==> src/rtl/sdma_pkg.sv <==
package sdma_pkg;

    typedef enum logic {
        MODE_RUN   = 1'b0,
        MODE_DRAIN = 1'b1
    } sdma_mode_e;

    typedef enum logic [1:0] {
        RPT_NONE = 2'd0,
        RPT_BURST = 2'd1,
        RPT_SKIP = 2'd2
    } sdma_rpt_e;

    function automatic sdma_rpt_e rpt_kind(input logic burst_end, input logic skip_evt);
        if (burst_end)
            return RPT_BURST;
        else if (skip_evt)
            return RPT_SKIP;
        return RPT_NONE;
    endfunction

endpackage

==> src/rtl/sdma_beat_ctr.sv <==
module sdma_beat_ctr #(
    parameter int LEN_W = 4
) (
    input  logic             clk,
    input  logic             rst,
    input  logic             cur_vld,
    input  logic [LEN_W-1:0] cur_len,
    input  logic             cur_last,
    input  logic             beat,
    input  logic             s_last,
    output logic             burst_end,
    output logic             term,
    output logic [LEN_W-1:0] beats_done
);

    logic [LEN_W-1:0] cnt;

    assign beats_done = cnt + 1'b1;
    assign burst_end  = beat && (s_last || (beats_done == cur_len));
    assign term       = beat && s_last && !cur_last;

    always_ff @(posedge clk) begin
        if (rst)
            cnt <= '0;
        else if (burst_end)
            cnt <= '0;
        else if (beat)
            cnt <= cnt + 1'b1;
    end

    // the running count never reaches the programmed length while active
    a_r3_cnt_below_len: assert property (@(posedge clk) disable iff (rst)
        cur_vld |-> (cnt < cur_len));

endmodule

==> src/rtl/sdma_seg_fsm.sv <==
module sdma_seg_fsm
    import sdma_pkg::*;
#(
    parameter int LEN_W = 4,
    parameter int ID_W  = 3
) (
    input  logic             clk,
    input  logic             rst,
    input  logic             seg_valid,
    output logic             seg_ready,
    input  logic [LEN_W-1:0] seg_len,
    input  logic             seg_last,
    input  logic             burst_end,
    input  logic             term,
    output logic             cur_vld,
    output logic [ID_W-1:0]  cur_id,
    output logic [LEN_W-1:0] cur_len,
    output logic             cur_last,
    output sdma_mode_e       mode,
    output logic             skip_evt,
    output logic [ID_W-1:0]  hold_id
);

    logic             nxt_vld;
    logic [ID_W-1:0]  nxt_id;
    logic [LEN_W-1:0] nxt_len;
    logic             nxt_last;
    logic [ID_W-1:0]  id_ctr;
    logic             seg_take;

    assign seg_ready = !nxt_vld;
    assign seg_take  = seg_valid && seg_ready;
    assign skip_evt  = (mode == MODE_DRAIN) && nxt_vld;

    always_ff @(posedge clk) begin
        if (rst) begin
            mode     <= MODE_RUN;
            cur_vld  <= 1'b0;
            cur_id   <= '0;
            cur_len  <= '0;
            cur_last <= 1'b0;
            nxt_vld  <= 1'b0;
            nxt_id   <= '0;
            nxt_len  <= '0;
            nxt_last <= 1'b0;
            id_ctr   <= '0;
            hold_id  <= '0;
        end else begin
            if (term)
                id_ctr <= cur_id + 1'b1;
            else if (seg_take && (mode == MODE_RUN))
                id_ctr <= id_ctr + 1'b1;

            case (mode)
                MODE_RUN: begin
                    if (burst_end) begin
                        cur_vld <= 1'b0;
                    end else if (!cur_vld && nxt_vld) begin
                        cur_vld  <= 1'b1;
                        cur_id   <= nxt_id;
                        cur_len  <= nxt_len;
                        cur_last <= nxt_last;
                        nxt_vld  <= 1'b0;
                    end
                    if (term) begin
                        mode    <= MODE_DRAIN;
                        hold_id <= cur_id;
                    end
                end
                MODE_DRAIN: begin
                    if (nxt_vld) begin
                        nxt_vld <= 1'b0;
                        if (nxt_last)
                            mode <= MODE_RUN;
                    end
                end
                default: mode <= MODE_RUN;
            endcase

            if (seg_take) begin
                nxt_vld  <= 1'b1;
                nxt_id   <= id_ctr;
                nxt_len  <= seg_len;
                nxt_last <= seg_last;
            end
        end
    end

    // a terminating beat winds the ID counter back to just after its burst
    a_r7_id_rewind: assert property (@(posedge clk) disable iff (rst)
        term |=> (id_ctr == $past(cur_id) + 1'b1));

    // no burst becomes active while segments are being discarded
    a_r5_no_burst_in_drain: assert property (@(posedge clk) disable iff (rst)
        (mode == MODE_DRAIN) |-> !cur_vld);

endmodule

==> src/rtl/sdma_report.sv <==
module sdma_report
    import sdma_pkg::*;
#(
    parameter int LEN_W = 4,
    parameter int ID_W  = 3
) (
    input  logic             clk,
    input  logic             rst,
    input  logic             burst_end,
    input  logic             fin_eot,
    input  logic [ID_W-1:0]  fin_id,
    input  logic [LEN_W-1:0] fin_beats,
    input  logic             skip_evt,
    input  logic [ID_W-1:0]  hold_id,
    output logic             dsc_valid,
    output logic [ID_W-1:0]  dsc_id,
    output logic [LEN_W-1:0] dsc_beats,
    output logic             dsc_eot,
    output logic             cpl_valid,
    output logic [ID_W-1:0]  cpl_id,
    output logic [LEN_W-1:0] cpl_beats,
    output logic             cpl_skip
);

    sdma_rpt_e kind;
    assign kind = rpt_kind(burst_end, skip_evt);

    always_ff @(posedge clk) begin
        if (rst) begin
            dsc_valid <= 1'b0;
            dsc_id    <= '0;
            dsc_beats <= '0;
            dsc_eot   <= 1'b0;
            cpl_valid <= 1'b0;
            cpl_id    <= '0;
            cpl_beats <= '0;
            cpl_skip  <= 1'b0;
        end else begin
            dsc_valid <= (kind == RPT_BURST);
            cpl_valid <= (kind != RPT_NONE);
            case (kind)
                RPT_BURST: begin
                    dsc_id    <= fin_id;
                    dsc_beats <= fin_beats;
                    dsc_eot   <= fin_eot;
                    cpl_id    <= fin_id;
                    cpl_beats <= fin_beats;
                    cpl_skip  <= 1'b0;
                end
                RPT_SKIP: begin
                    cpl_id    <= hold_id;
                    cpl_beats <= '0;
                    cpl_skip  <= 1'b1;
                end
                default: ;
            endcase
        end
    end

    // a descriptor always reports at least one moved beat
    a_r2_dsc_nonzero: assert property (@(posedge clk) disable iff (rst)
        dsc_valid |-> (dsc_beats != '0));

    // a discard completion never coincides with a descriptor
    a_r6_skip_alone: assert property (@(posedge clk) disable iff (rst)
        (cpl_valid && cpl_skip) |-> !dsc_valid);

endmodule

==> src/rtl/sdma_stream_src.sv <==
module sdma_stream_src
    import sdma_pkg::*;
#(
    parameter int DATA_W = 16,
    parameter int LEN_W  = 4,
    parameter int ID_W   = 3
) (
    input  logic              clk,
    input  logic              rst,
    input  logic              seg_valid,
    output logic              seg_ready,
    input  logic [LEN_W-1:0]  seg_len,
    input  logic              seg_last,
    input  logic              s_valid,
    output logic              s_ready,
    input  logic [DATA_W-1:0] s_data,
    input  logic              s_last,
    output logic              m_valid,
    input  logic              m_ready,
    output logic [DATA_W-1:0] m_data,
    output logic              dsc_valid,
    output logic [ID_W-1:0]   dsc_id,
    output logic [LEN_W-1:0]  dsc_beats,
    output logic              dsc_eot,
    output logic              cpl_valid,
    output logic [ID_W-1:0]   cpl_id,
    output logic [LEN_W-1:0]  cpl_beats,
    output logic              cpl_skip
);

    logic             cur_vld;
    logic [ID_W-1:0]  cur_id;
    logic [LEN_W-1:0] cur_len;
    logic             cur_last;
    sdma_mode_e       mode;
    logic             skip_evt;
    logic [ID_W-1:0]  hold_id;
    logic             burst_end;
    logic             term;
    logic [LEN_W-1:0] beats_done;
    logic             run_ok;
    logic             beat;

    assign run_ok  = cur_vld && (mode == MODE_RUN);
    assign s_ready = run_ok && m_ready;
    assign m_valid = s_valid && run_ok;
    assign m_data  = s_data;
    assign beat    = s_valid && s_ready;

    sdma_seg_fsm #(.LEN_W(LEN_W), .ID_W(ID_W)) u_fsm (
        .clk       (clk),
        .rst       (rst),
        .seg_valid (seg_valid),
        .seg_ready (seg_ready),
        .seg_len   (seg_len),
        .seg_last  (seg_last),
        .burst_end (burst_end),
        .term      (term),
        .cur_vld   (cur_vld),
        .cur_id    (cur_id),
        .cur_len   (cur_len),
        .cur_last  (cur_last),
        .mode      (mode),
        .skip_evt  (skip_evt),
        .hold_id   (hold_id)
    );

    sdma_beat_ctr #(.LEN_W(LEN_W)) u_ctr (
        .clk        (clk),
        .rst        (rst),
        .cur_vld    (cur_vld),
        .cur_len    (cur_len),
        .cur_last   (cur_last),
        .beat       (beat),
        .s_last     (s_last),
        .burst_end  (burst_end),
        .term       (term),
        .beats_done (beats_done)
    );

    sdma_report #(.LEN_W(LEN_W), .ID_W(ID_W)) u_rpt (
        .clk       (clk),
        .rst       (rst),
        .burst_end (burst_end),
        .fin_eot   (cur_last || s_last),
        .fin_id    (cur_id),
        .fin_beats (beats_done),
        .skip_evt  (skip_evt),
        .hold_id   (hold_id),
        .dsc_valid (dsc_valid),
        .dsc_id    (dsc_id),
        .dsc_beats (dsc_beats),
        .dsc_eot   (dsc_eot),
        .cpl_valid (cpl_valid),
        .cpl_id    (cpl_id),
        .cpl_beats (cpl_beats),
        .cpl_skip  (cpl_skip)
    );

    // descriptors toward the destination stay blocked while draining
    a_r5_drain_blocks_dsc: assert property (@(posedge clk) disable iff (rst)
        (mode == MODE_DRAIN) |=> !dsc_valid);

    // no input beat is taken unless the destination takes it
    a_r9_ready_follows_dest: assert property (@(posedge clk) disable iff (rst)
        s_ready |-> (m_ready && m_valid == s_valid));

endmodule

==> config.mk <==
export PLATFORM = sky130hd
export DESIGN_NAME = sdma_stream_src
export DESIGN_NICKNAME = d
export VERILOG_FILES = /design/src/rtl/sdma_pkg.sv /design/src/rtl/sdma_beat_ctr.sv /design/src/rtl/sdma_seg_fsm.sv /design/src/rtl/sdma_report.sv /design/src/rtl/sdma_stream_src.sv
export SDC_FILE = /design/constraint.sdc
export NUM_CORES = 1
export LEC_CHECK = 0
export BUFFER_PORTS_ARGS = -buffer_cell sky130_fd_sc_hd__buf_2
export CAP_MARGIN = 20
export CORE_ASPECT_RATIO = 0.9
export CORE_UTILIZATION = 54
export CTS_CLUSTER_DIAMETER = 200
export DETAILED_ROUTE_END_ITERATION = 8
export PLACE_DENSITY = 0.8
export RECOVER_POWER = 100
export SYNTH_ARGS = -nofsm -noshare
export SYNTH_HDL_FRONTEND = slang
export SYNTH_SLANG_ARGS = --single-unit
==> constraint.sdc <==
create_clock -name clk -period 3.6 [get_ports clk]
set_clock_uncertainty 0.05 [all_clocks]
set_input_delay 1.08 -clock clk [delete_from_list [all_inputs] [get_ports clk]]
set_output_delay 1.08 -clock clk [all_outputs]
set_load 0.05 [all_outputs]
==> summary.md <==
| Metric | Value |
|---|---|
| CTS tree | yes |
| Die Y | 60.6 um |
| Post-Synthesis Cells | 227 |
| Clock power frac | 33.1% |
| Sw Pwr | 0.232 mW |
| Crit start category | primary input |
| Starting Density | 58.8% |
| Fillers | 337 |
| # Post-CTS Setup Buffers | 0 |
| Non-filler cells, final | 281 |
| DR iter-0 viols | 57 |
| Cells after DPL | 274 |
| Number of global-route vias before repair | 1221 |
| Max-slew violations | 48 |
| H-tree Lvls | 2 |
| Leak | 0.746 nW |
| Most common cell after layout, fill and taps aside | dfxtp_1 |
| RSZ-0062 raised after global routing | false |
| Antenna Nets Post-Route | 0 |
| Root buf cell | clkbuf_8 |
| Total Routing Usage GR | 19.1% |
| Worst-Skew Late Latency | 0.31 ns |
| Crit. End Element | output port |
| Hold_buf cts | 0 |
| Slowest CP cell | clkbuf_1 |
| Final wirelength | 3450 um |
| Max Fanout on Critical Path | 3 |
| Run status | finished with violations |
| Core area | 3500 um^2 |
| Comb power frac | 8.0% |
| Final min period | 2.88 ns |
| Failing checks | capacitance limit, slew limit |
| MaxCap Viol Count | 1 |
| First-pass DRT Iterations | 4 |
| Largest net degree at the start of global routing | 48 |
| Final core occ | 60.8% |
| Post-CTS sizing | 0 |
| Data required, critical path | 2.47 ns |
| Synth warn | 0 |
| Most frequent cells in the layout | dfxtp_1 (47), nand2_1 (30), clkbuf_1 (22) |
| Nets | 266 |
| Share of layout cells above drive strength 1 | 15.2% |
| Num CTS Buffers | 5 |
| Post-synth ARST share | 0% |
| Hpwl dp | 2360 um |
| DR WL/cell | 12.3 um |
| Initial antenna violation count | 0 |
| Area growth syn-to-layout | 3.28% |
| Mapped Avg Cell Area | 9.08 um^2 |
| Clk buf depth | 2 |
| Drt drc | 0 |
| DIE WIDTH | 67.1 um |
| Via density | 5.20 |
| Sw Ratio | 25.1% |
| Wire length of the first global-routing pass | 5670 um |
| Via count | 1462 |
| Crit path DAT | 1.75 ns |
| TNS Setup | 0 ns |
| Seq pwr share | 58.9% |
| Ports | 64 |
| Worst hold path type | reg -> reg |
| Fin crit share | 80.1% |
| Max_slew headroom | -39.7% |
| Yosys cell types | 34 |
| Critical Path, Cell by Cell | buf_2 > and2_1 > clkbuf_1 |
| Syn Std Cell Area | 2060 um^2 |
| Buffers on Ports | 31 |
| VDD IR max | 0.231 mV |
| Final setup viols | 0 |
| P_int | 0.691 mW |
| Worst-path clk slew | 0.08 ns |
| Synth Register Bits | 47 |
| Power per cell area | 433 nW/um^2 |
| Largest area contributor in the netlist | dfxtp_1 |
| Hold slack final | 0.399 ns |
| Synth top area cells | dfxtp_1 (46%), buf_4 (6.2%), nand2_1 (5.5%) |
| Synth top area share | 45.7% |
| Grt ovf | 0 |
| Die area | 4070 um^2 |
| Number of synthesized flops with an enable pin | 0 |
| Most used DFF post-synth | dfxtp_1 |
| N_diodes | 0 |
| Slowest cell delay on critical path | 0.46 ns |
| Sequential area share after synthesis | 45.7% |
| Num rows | 20 |
| Final GP Congestion | 0.793 |
| Clk sinks | 47 |
| Syn nets | 256 |
| FMAX | 0.347 GHz |
| Critical path type | in -> out |
| Worst Tran Pin Value | 2.10 ns |
| Hold Violations, Final | 0 |
==> cell families (layout without fill, tap and decap cells) <==
logic type	count (synthesis)	count (layout)	synth area share, %
AOI/OAI and AO/OA	37	37	11.1
muxes	12	12	5.89
adders and majority gates	2	2	1.21
xor gates and xnor gates	13	13	6.19
and+or+nand+nor	84	84	19.7
buffers and inverters	32	42	10.3
DFF	47	47	45.7
==> critical path, delay by kind of cell <==
family	cells	cell delay (ns)
buffers and inverters	2	0.55
and+or+nand+nor	1	0.12
==> synthesized netlist by cell type (4+ instances only) <==
master	n
dfxtp_1	47
nand2_1	30
a21oi_1	19
buf_4	17
nor2_1	17
mux2i_1	11
nand3_1	11
a21oi_2	8
nand2_2	8
xnor2_1	8
nor3_1	6
clkbuf_1	5
buf_2	4
o21ai_0	4
xor2_1	4
==> metrics by stage <==
stage / area, um^2 / setup WS (ns) / power, mW
final: 2130 / 0.718 / 0.922
after detailed placement: 2080 / 0.710 / 0.630
after global routing: 2130 / 0.676 / 0.965
after global placement: 2080 / 0.774 / 0.630
after CTS: 2160 / 0.929 / 0.931
after floorplan: 2060 / 0.977 / 0.662
==> flip-flops by register name, summed over array words and instances (netlist names), 3 cells and up <==
| register | count |
|---|---|
| u_rpt.dsc_beats | 4 |
| u_fsm.hold_id | 3 |
| u_fsm.cur_id | 3 |
| u_fsm.nxt_len | 4 |
| u_fsm.nxt_id | 3 |
| u_fsm.cur_len | 4 |
| u_ctr.cnt | 4 |
| u_rpt.cpl_id | 3 |
| u_rpt.cpl_beats | 4 |
| u_fsm.id_ctr | 3 |
| u_rpt.dsc_id | 3 |
==> area by class of cell <==
cell class              count  area [um^2]  share of cell area, %
multi-input cells         148          903                   42.4
well taps                  44         55.1                   2.59
clock buffers               5         68.8                   3.23
repair buffers             32          135                   6.35
inverters                   3         11.3                  0.529
flip-flops and latches     47          941                   44.2
clock inverters             2         13.8                  0.647
==> power by group through the flow <==
stage | sequential (mW) | clock [mW] | combinational, mW
floorplan | 0.554 | 0 | 0.108
global placement | 0.555 | 0 | 0.0749
detailed placement | 0.555 | 0 | 0.0755
CTS | 0.543 | 0.313 | 0.0758
global route | 0.545 | 0.337 | 0.0835
finish | 0.543 | 0.305 | 0.0741
==> path summary, 6_finish.rpt <==
check / slack [ns] / to / depth (start not counted) / startpoint
setup reg to reg: 1.30 / u_fsm.id_ctr[2] / 9 / u_fsm.mode
setup / recovery: 0.72 / s_ready / 3 / m_ready
hold reg to reg: 0.40 / u_fsm.nxt_id[0] / 2 / u_fsm.id_ctr[0]
hold / removal: 0.40 / u_fsm.nxt_id[0] / 2 / u_fsm.id_ctr[0]
==> routing by layer <==
layer | part of all wire [%] | vias up | GRT usage [%] | wire length (um)
met2 | 38 | 51 | 26.4 | 1330
met3 | 7.2 | 9 | 5.08 | 247
li1 | - | 759 | - | -
met1 | 53 | 643 | 26.4 | 1820
met5 | 0 | - | 0 | 0
met4 | 1.7 | 0 | 11.6 | 58
Power figures use the tool's default switching activity.
